$ cat config.mk
export PLATFORM = sky130hd
export DESIGN_NAME = chr_bank_mapper
export DESIGN_NICKNAME = d
export VERILOG_FILES = /design/src/rtl/mapper_pkg.sv /design/src/rtl/mapper_cpu_decode.sv /design/src/rtl/mapper_regfile.sv /design/src/rtl/mapper_chr_mux.sv /design/src/rtl/mapper_prg_mux.sv /design/src/rtl/chr_bank_mapper.sv
export SDC_FILE = /design/constraint.sdc
export NUM_CORES = 1
export LEC_CHECK = 0
export ABC_AREA = 1
export BUFFER_PORTS_ARGS = -buffer_cell sky130_fd_sc_hd__buf_2
export CAP_MARGIN = 20
export CORE_ASPECT_RATIO = 1.4
export CORE_MARGIN = 2
export CORE_UTILIZATION = 57
export CTS_CLUSTER_DIAMETER = 60
export DETAILED_ROUTE_END_ITERATION = 16
export GPL_TIMING_DRIVEN = 0
export PLACE_DENSITY = 0.84
export SKIP_LAST_GASP = 1
export SYNTH_ARGS = -nofsm -noshare
export SYNTH_HDL_FRONTEND = slang
export SYNTH_SLANG_ARGS = --single-unit
$ cat constraint.sdc
create_clock -name clk -period 2.75 [get_ports clk]
set_input_delay 0.275 -clock clk [delete_from_list [all_inputs] [get_ports clk]]
set_output_delay 0.275 -clock clk [all_outputs]
set_load 0.05 [all_outputs]
$ cat src/rtl/mapper_pkg.sv
// Package: shared sizes and types for the CHR bank switching mapper.
// Assumes eight registers addressed by a three-bit index, six CHR then two PRG.
package mapper_pkg;
    localparam int DATA_W   = 8;
    localparam int CHR_W    = 7;
    localparam int PRG_W    = 6;
    localparam int NUM_CHR  = 6;
    localparam int NUM_PRG  = 2;
    localparam int NUM_REGS = NUM_CHR + NUM_PRG;
    localparam int SEL_W    = $clog2(NUM_REGS);
    localparam int REG_W    = (CHR_W > PRG_W) ? CHR_W : PRG_W;
    localparam int CPU_AW   = 15;
    localparam int PPU_AW   = 14;
    localparam int PAGE_W   = 10;

    typedef logic [REG_W-1:0] bank_t;
endpackage

$ cat src/rtl/mapper_cpu_decode.sv
// Module: CPU write decoder and register-index latch.
// Qualifies writes into the lowest 8 KB of the ROM range. An even address
// latches the index; an odd address produces a one-hot load strobe.
// Assumes clk marks the point where the CPU write data is stable.
module mapper_cpu_decode
    import mapper_pkg::*;
(
    input  logic                clk,
    input  logic                rst_n,
    input  logic                cpu_rw,
    input  logic                cpu_romsel_n,
    input  logic [CPU_AW-1:0]   cpu_addr,
    input  logic [DATA_W-1:0]   cpu_data,
    output logic [NUM_REGS-1:0] load_en
);
    logic             wr_ok;
    logic             idx_wr;
    logic             dat_wr;
    logic [SEL_W-1:0] idx_q;

    // Qualify a write into the index/data window.
    always_comb begin
        wr_ok  = !cpu_rw && !cpu_romsel_n && (cpu_addr[CPU_AW-1 -: 2] == 2'b00);
        idx_wr = wr_ok && !cpu_addr[0];
        dat_wr = wr_ok &&  cpu_addr[0];
    end

    // Hold the register index from the last index write.
    always_ff @(posedge clk) begin
        if (!rst_n)      idx_q <= '0;
        else if (idx_wr) idx_q <= cpu_data[SEL_W-1:0];
    end

    // Turn a data write into a one-hot load strobe.
    always_comb begin
        load_en = '0;
        if (dat_wr) load_en[idx_q] = 1'b1;
    end

    logic unused_bits;
    assign unused_bits = ^{cpu_addr[CPU_AW-3:1], cpu_data[DATA_W-1:SEL_W]};
endmodule

$ cat src/rtl/mapper_regfile.sv
// Module: bank register file.
// Each register loads on its strobe. CHR registers keep CHR_W data bits and
// PRG registers keep PRG_W bits. Unused upper bits read as zero.
module mapper_regfile
    import mapper_pkg::*;
(
    input  logic                           clk,
    input  logic                           rst_n,
    input  logic [NUM_REGS-1:0]            load_en,
    input  logic [DATA_W-1:0]              wdata,
    output logic [NUM_REGS-1:0][REG_W-1:0] regs_q
);
    for (genvar i = 0; i < NUM_REGS; i++) begin : g_reg
        localparam int KEEP = (i < NUM_CHR) ? CHR_W : PRG_W;
        logic [KEEP-1:0] val_q;

        // Load this register on its strobe.
        always_ff @(posedge clk) begin
            if (!rst_n)          val_q <= '0;
            else if (load_en[i]) val_q <= wdata[KEEP-1:0];
        end

        if (KEEP < REG_W) begin : g_pad
            assign regs_q[i] = {{(REG_W-KEEP){1'b0}}, val_q};
        end else begin : g_full
            assign regs_q[i] = val_q;
        end
    end

    logic unused_data;
    assign unused_data = ^wdata[DATA_W-1:CHR_W];
endmodule

$ cat src/rtl/mapper_chr_mux.sv
// Module: CHR window multiplexer.
// Selects a CHR register from PPU A12..A10 with no clock. The lower half of
// pattern space is two 2 KB windows (register LSB replaced by A10); the upper
// half is four 1 KB windows.
module mapper_chr_mux
    import mapper_pkg::*;
(
    input  logic [NUM_REGS-1:0][REG_W-1:0] regs_q,
    input  logic [PPU_AW-1:0]              ppu_addr,
    output logic [CHR_W-1:0]               chr_bank,
    output logic [PAGE_W-1:0]              chr_addr_lo,
    output logic                           chr_ce_n
);
    localparam int SEG_LSB = PAGE_W;
    logic             a12, a11, a10;
    logic [REG_W-1:0] pair_reg;
    logic [SEL_W-1:0] one_idx;

    // Split the PPU address into window select bits.
    always_comb begin
        a10 = ppu_addr[SEG_LSB];
        a11 = ppu_addr[SEG_LSB+1];
        a12 = ppu_addr[SEG_LSB+2];
    end

    // Pick the window register and form the CHR bank.
    always_comb begin
        pair_reg = a11 ? regs_q[1] : regs_q[0];
        one_idx  = SEL_W'(2) + SEL_W'({a11, a10});
        if (!a12) chr_bank = {pair_reg[CHR_W-1:1], a10};
        else      chr_bank = regs_q[one_idx][CHR_W-1:0];
    end

    // Pass the page offset through and enable CHR below $2000.
    always_comb begin
        chr_addr_lo = ppu_addr[PAGE_W-1:0];
        chr_ce_n    = ppu_addr[PPU_AW-1];
    end

    logic unused_regs;
    assign unused_regs = ^{regs_q[NUM_REGS-1], regs_q[NUM_REGS-2], pair_reg[0]};
endmodule

$ cat src/rtl/mapper_prg_mux.sv
// Module: PRG window multiplexer.
// The two lower 8 KB windows come from the PRG registers. The two upper
// windows are fixed to the second-to-last and last bank.
module mapper_prg_mux
    import mapper_pkg::*;
(
    input  logic [NUM_REGS-1:0][REG_W-1:0] regs_q,
    input  logic [1:0]                     win,
    output logic [PRG_W-1:0]               prg_bank
);
    localparam logic [PRG_W-1:0] LAST_BANK = '1;
    localparam logic [PRG_W-1:0] PREV_BANK = LAST_BANK - PRG_W'(1);

    // Map the CPU window to its bank number.
    always_comb begin
        case (win)
            2'b00:   prg_bank = regs_q[NUM_CHR][PRG_W-1:0];
            2'b01:   prg_bank = regs_q[NUM_CHR+1][PRG_W-1:0];
            2'b10:   prg_bank = PREV_BANK;
            default: prg_bank = LAST_BANK;
        endcase
    end

    logic unused_regs;
    assign unused_regs = ^{regs_q[NUM_CHR-1:0], regs_q[NUM_CHR][REG_W-1:PRG_W],
                           regs_q[NUM_CHR+1][REG_W-1:PRG_W]};
endmodule

$ cat src/rtl/chr_bank_mapper.sv
// Module: top of the indexed CHR bank switching mapper.
// Connects the write decoder, register file, CHR window mux and PRG mux.
// Assumes all CPU write qualifiers are stable at the rising edge of clk.
module chr_bank_mapper
    import mapper_pkg::*;
(
    input  logic              clk,
    input  logic              rst_n,
    input  logic              cpu_rw,
    input  logic              cpu_romsel_n,
    input  logic [14:0]       cpu_addr,
    input  logic [7:0]        cpu_data,
    input  logic [13:0]       ppu_addr,
    output logic [6:0]        chr_bank,
    output logic [9:0]        chr_addr_lo,
    output logic              chr_ce_n,
    output logic [5:0]        prg_bank
);
    logic [NUM_REGS-1:0]            load_en;
    logic [NUM_REGS-1:0][REG_W-1:0] regs_q;

    mapper_cpu_decode u_dec (
        .clk          (clk),
        .rst_n        (rst_n),
        .cpu_rw       (cpu_rw),
        .cpu_romsel_n (cpu_romsel_n),
        .cpu_addr     (cpu_addr),
        .cpu_data     (cpu_data),
        .load_en      (load_en)
    );

    mapper_regfile u_regs (
        .clk     (clk),
        .rst_n   (rst_n),
        .load_en (load_en),
        .wdata   (cpu_data),
        .regs_q  (regs_q)
    );

    mapper_chr_mux u_chr (
        .regs_q      (regs_q),
        .ppu_addr    (ppu_addr),
        .chr_bank    (chr_bank),
        .chr_addr_lo (chr_addr_lo),
        .chr_ce_n    (chr_ce_n)
    );

    mapper_prg_mux u_prg (
        .regs_q   (regs_q),
        .win      (cpu_addr[CPU_AW-1 -: 2]),
        .prg_bank (prg_bank)
    );
endmodule

==> impl_metrics.json, run 1 <==
{
  "outcome": "completed",
  "crit_type": "input port to output pin",
  "finalNonFillerCells": 539,
  "antenna_found_initial": 0,
  "synth_xor_area_frac": 0,
  "min_path_type": "input port to flop",
  "fin_ws_ns": 0.8715,
  "crit_fanout": 10,
  "synth_cell_type_count": 17,
  "clk_pin_slew_ns": 0.09,
  "finalCriticalPeriod_ns": 1.879,
  "setup_viol": 0,
  "fp-row-count": 29,
  "cts_tree": "done",
  "setup.worst_path.end_class": "output pin",
  "skew_ns": 0.009456,
  "start_util": 0.5982,
  "grt_pass1_wl_mm": 11.18,
  "synth-seq-area-share": 0.3995,
  "grt_pass1_vias": 2471,
  "powerDensity_nw_per_um2": 491.5,
  "antennaDiodeCount": 0,
  "top_level_ports": 65,
  "pre_cts_ws_ns": 0.8564,
  "hpwl_mm": 4.981,
  "fp.coreArea_um2": 4608,
  "postCtsSetupRepairBufs": 0,
  "ys_ff_latch": 55,
  "final_nets": 517,
  "netlist.area_leader.share": 0.3995,
  "track_usage": 0.2623,
  "drive_gt1_frac": 0.1656,
  "grt_overflow": 0,
  "grt_start_max_net_pins": 16,
  "yosys.area_share.adder": 0,
  "place_inst": 531,
  "holdBufCountCts": 0,
  "synth.mux.area_fraction": 0,
  "drtPass1Iterations": 5,
  "dieHeight_um": 86.28,
  "netlist_area_um2": 2756,
  "drv_cap": 0,
  "finalMaxSlewViolations": 0,
  "ys_warn_count": 0,
  "relSlewSlack": 0.5443,
  "die_w_um": 62.77,
  "cts_buffers": 5,
  "hold_viol": 0,
  "p_total_mw": 1.538,
  "synth.top_cells.by_area": "dfxtp_1 (40%), nor2_1 (17%), nand3_1 (13%)",
  "clkLatencyLatePin_ns": 0.31,
  "synth-simple-area-share": 0.4662,
  "io_buffer_count": 39,
  "peakVddDrop_mv": 0.4395,
  "clockRootBuffer": "clkbuf_8",
  "drt_iter0_drc": 190,
  "cts_sinks": 55,
  "final_antenna_net_count": 0,
  "dieArea_um2": 5416,
  "vias": 2802,
  "avgSynthCellArea_um2": 6.410,
  "worst_ep_required_time_ns": 2.48,
  "synth_cells": 430,
  "synth_top_family_by_area": "simple AND/OR/NAND/NOR gates",
  "routedWlPerCell_um": 12.84,
  "hold_slack_ns": 0.2038,
  "cp.arrival_ns": 1.60,
  "place.gp.congestion": 0.8666,
  "clock.fmax_ghz": 0.5323,
  "synth_nets": 471,
  "leakagePower_nw": 1.369,
  "synthToLayoutAreaGrowth_pct": 13.53,
  "fin_setup_tns_ns": 0,
  "grt_setup_unrepaired": "no",
  "min_period_over_period": 0.6831,
  "tightest_slew_ns": 0.6810,
  "cts.path.max_buffers": 2,
  "via_per_inst": 5.199,
  "drc": 0,
  "cts_resized": 0,
  "synth_compound_area_frac": 0.03768,
  "drt_wl_total_mm": 6.920,
  "crit_path_start_kind": "input port",
  "synth_area_leader_cell": "dfxtp_1",
  "htreeDepth": 2
}
routing by layer:
metal	global-route usage	up-vias	part of all wire
met1	0.3078	1248	0.40
met2	0.4653	96	0.50
met3	0.03377	25	0.062
met5	0	-	0
met4	0.1414	0	0.037
li1	-	1433	-
final cells by class:
class,instances,area [µm²]
Clock buffer,8,100.1
Sequential cell,55,1101
Buffer,27,161.4
Timing Repair Buffer,39,195.2
Tap cell,62,77.57
Fill cell,442,1479
Inverter,28,105.1
Multi-Input combinational cell,320,1389
critical path, stage by stage:
cell,delay (ns)
buf_2,0.12
inv_1,0.10
clkbuf_1,0.38
nand2_1,0.12
nand3_1,0.10
nand3_1,0.10
o31ai_1,0.10
buf_2,0.31
path summary, 6_finish.rpt:
kind                                  from                  endpoint  slack (ns)  depth (start not counted)
setup / recovery              ppu_addr[10]               chr_bank[4]        0.87                          8
hold / removal                 cpu_data[0]            u_dec.idx_q[0]        0.20                          3
setup reg to reg            u_dec.idx_q[1]  u_regs.g_reg[4].val_q[2]        1.18                          7
hold reg to reg   u_regs.g_reg[1].val_q[6]  u_regs.g_reg[1].val_q[6]        0.49                          2
through the flow:
step,area (µm²),util
after floorplan,2756,-
after global placement,3029,0.6573
after detailed placement,3029,0.6573
after CTS,3129,0.6791
after global routing,3129,0.6791
final,3129,0.6791
Yosys cell counts:
cell	instances
nor2_1	125
o21a_1	1
o31ai_1	6
nand3_1	74
buf_1	6
o22ai_1	5
inv_2	2
clkbuf_1	5
o21ai_0	2
nor2_2	12
nor2_4	2
nand3_2	1
nand2_1	90
inv_1	26
dfxtp_1	55
buf_4	16
a21oi_1	2
cell families after synthesis:
| kind of cell | count (synthesis) |
|---|---|
| simple gates | 304 |
| buf+inv | 55 |
| compound gates | 16 |
| flops | 55 |
registers in the layout (all words and copies together) (netlist names):
| signal | cells |
|---|---|
| u_regs.g.val_q | 52 |
| u_dec.idx_q | 3 |
placed cells by master (no fill, tap or decap), drive strengths merged:
cell / instances
a21oi: 2
buf: 61
clkbuf: 13
dfxtp: 55
inv: 28
nand2: 90
nand3: 75
nor2: 139
o21a: 1
o21ai: 2
o22ai: 5
o31ai: 6
report_power, final:
part	internal, mW	switching [mW]
sequential	0.799	0.00236
clock	0.231	0.258
combinational	0.0651	0.184
total	1.09	0.444
No activity file was read; power rests on OpenSTA's default activity.
==> inputs of run 2 (changes only) <==
- CORE_UTILIZATION: 57 -> 53
- PLACE_DENSITY: 0.84 -> 0.79
- clock period: 2.75 -> 1.75 ns (I/O delays scaled with it)
==> impl_metrics.json, run 2 (synthesized netlist as in run 1, its figures left out) <==
{
  "fp.coreArea_um2": 5081,
  "min_period_over_period": 0.9214,
  "vias": 2753,
  "finalCriticalPeriod_ns": 1.612,
  "cts_sinks": 55,
  "fp-row-count": 31,
  "hold_slack_ns": 0.1054,
  "antenna_found_initial": 0,
  "setup.worst_path.end_class": "output pin",
  "reg_top3": "u_regs.g.val_q x52, u_dec.idx_q x3",
  "synthToLayoutAreaGrowth_pct": 14.39,
  "dieHeight_um": 89.33,
  "die_w_um": 64.95,
  "grt.met2_usage": 0.4611,
  "hpwl_mm": 5.113,
  "antennaDiodeCount": 0,
  "io_buffer_count": 39,
  "finalMaxSlewViolations": 0,
  "use_met3": 0.04408,
  "clock.fmax_ghz": 0.6202,
  "grt_start_max_net_pins": 17,
  "holdBufCountCts": 0,
  "p_total_mw": 2.347,
  "layout_commonest_cell": "nor2_1",
  "clkLatencyLatePin_ns": 0.31,
  "min_path_type": "input port to flop",
  "grt_setup_unrepaired": "no",
  "drtPass1Iterations": 4,
  "crit_fanout": 10,
  "clk_pin_slew_ns": 0.09,
  "finalNonFillerCells": 543,
  "grt_overflow": 0,
  "final_cell_area_um2": 3153,
  "setup_viol": 0,
  "final_core_util": 0.6205,
  "dieArea_um2": 5802,
  "final_antenna_net_count": 0,
  "htreeDepth": 2,
  "final_nets": 517,
  "pre_cts_ws_ns": 0.01041,
  "layout_common_cells": "nor2_1 (124), nand2_1 (90), nand3_1 (74)",
  "routedWlPerCell_um": 13.05,
  "track_usage": 0.2574,
  "leakagePower_nw": 1.382,
  "peakVddDrop_mv": 0.7779,
  "fin_setup_tns_ns": 0,
  "cp.arrival_ns": 1.44,
  "postCtsSetupRepairBufs": 0,
  "max_flop_register": "u_regs.g.val_q",
  "use_met1": 0.2989,
  "crit_path_start_kind": "input port",
  "skew_ns": 0.006840,
  "tightest_slew_ns": 0.5603,
  "via_per_inst": 5.070,
  "dpl_cell_area_um2": 3064,
  "largest_register_ffs": 52,
  "place.gp.congestion": 0.8796,
  "grt_pass1_vias": 2471,
  "drc": 0,
  "drive_gt1_frac": 0.1866,
  "grt.busiest_layer": "met2",
  "grt_pass1_wl_mm": 11.39,
  "worst_ep_required_time_ns": 1.57,
  "outcome": "completed",
  "hold_viol": 0,
  "top_level_ports": 65,
  "relSlewSlack": 0.6264,
  "cts_buffers": 5,
  "cts.path.max_buffers": 2,
  "powerDensity_nw_per_um2": 744.4,
  "drv_cap": 0,
  "crit_type": "input port to output pin",
  "cts_tree": "done",
  "fin_ws_ns": 0.1376,
  "drt_wl_total_mm": 7.088,
  "start_util": 0.5425,
  "place_inst": 535,
  "drt_iter0_drc": 144,
  "clockRootBuffer": "clkbuf_8"
}
run 2: cell types whose count changed in the layout (fill, tap and decap cells not counted), sizes merged:
cell    delta
clkinv     +3
clkbuf     -3
run 2: final cells by class:
| cell class | instances | area [µm²] |
|---|---|---|
| plain buffers | 27 | 163.9 |
| fillers | 518 | 1928 |
| inverters | 28 | 105.1 |
| well taps | 66 | 82.58 |
| clock inverters | 3 | 15.01 |
| multi-input cells | 320 | 1421 |
| flip-flops and latches | 55 | 1101 |
| clock buffers | 5 | 68.82 |
| repair buffers | 39 | 195.2 |
run 2: where the power goes:
| part | switching (mW) | internal [mW] |
|---|---|---|
| clock network | 0.412 | 0.275 |
| registers | 0.00388 | 1.26 |
| logic | 0.294 | 0.106 |
run 2: critical path, cell delays in order:
cell      delay [ns]
buf_2           0.12
clkbuf_1        0.39
nand2_1         0.10
nand3_1         0.12
nand3_1         0.15
o31ai_2         0.09
buf_2           0.29
run 2: what timing repair did:
item / in CTS / in global routing
setup endpoints to repair: 0 / 9
hold endpoints to repair: 0 / 0
gates resized for setup: 0 / 5
run 2: per-layer routing:
layer  vias to the layer above  wire length, µm  part of all wire
li1                       1435                -                 -
met1                      1236             2908              0.41
met2                        75             3713              0.52
met3                         7              358             0.051
met4                         0              106             0.015
met5                         -                0                 0
run 2: worst paths after layout:
check                           slack, ns                      from  cells past startpoint                        to
worst min-delay path                 0.11               cpu_data[2]                      3            u_dec.idx_q[2]
worst min register to register       0.49  u_regs.g_reg[4].val_q[3]                      2  u_regs.g_reg[4].val_q[3]
worst max register to register       0.24            u_dec.idx_q[1]                      6  u_regs.g_reg[6].val_q[4]
worst max-delay path                 0.14              ppu_addr[10]                      7               chr_bank[3]
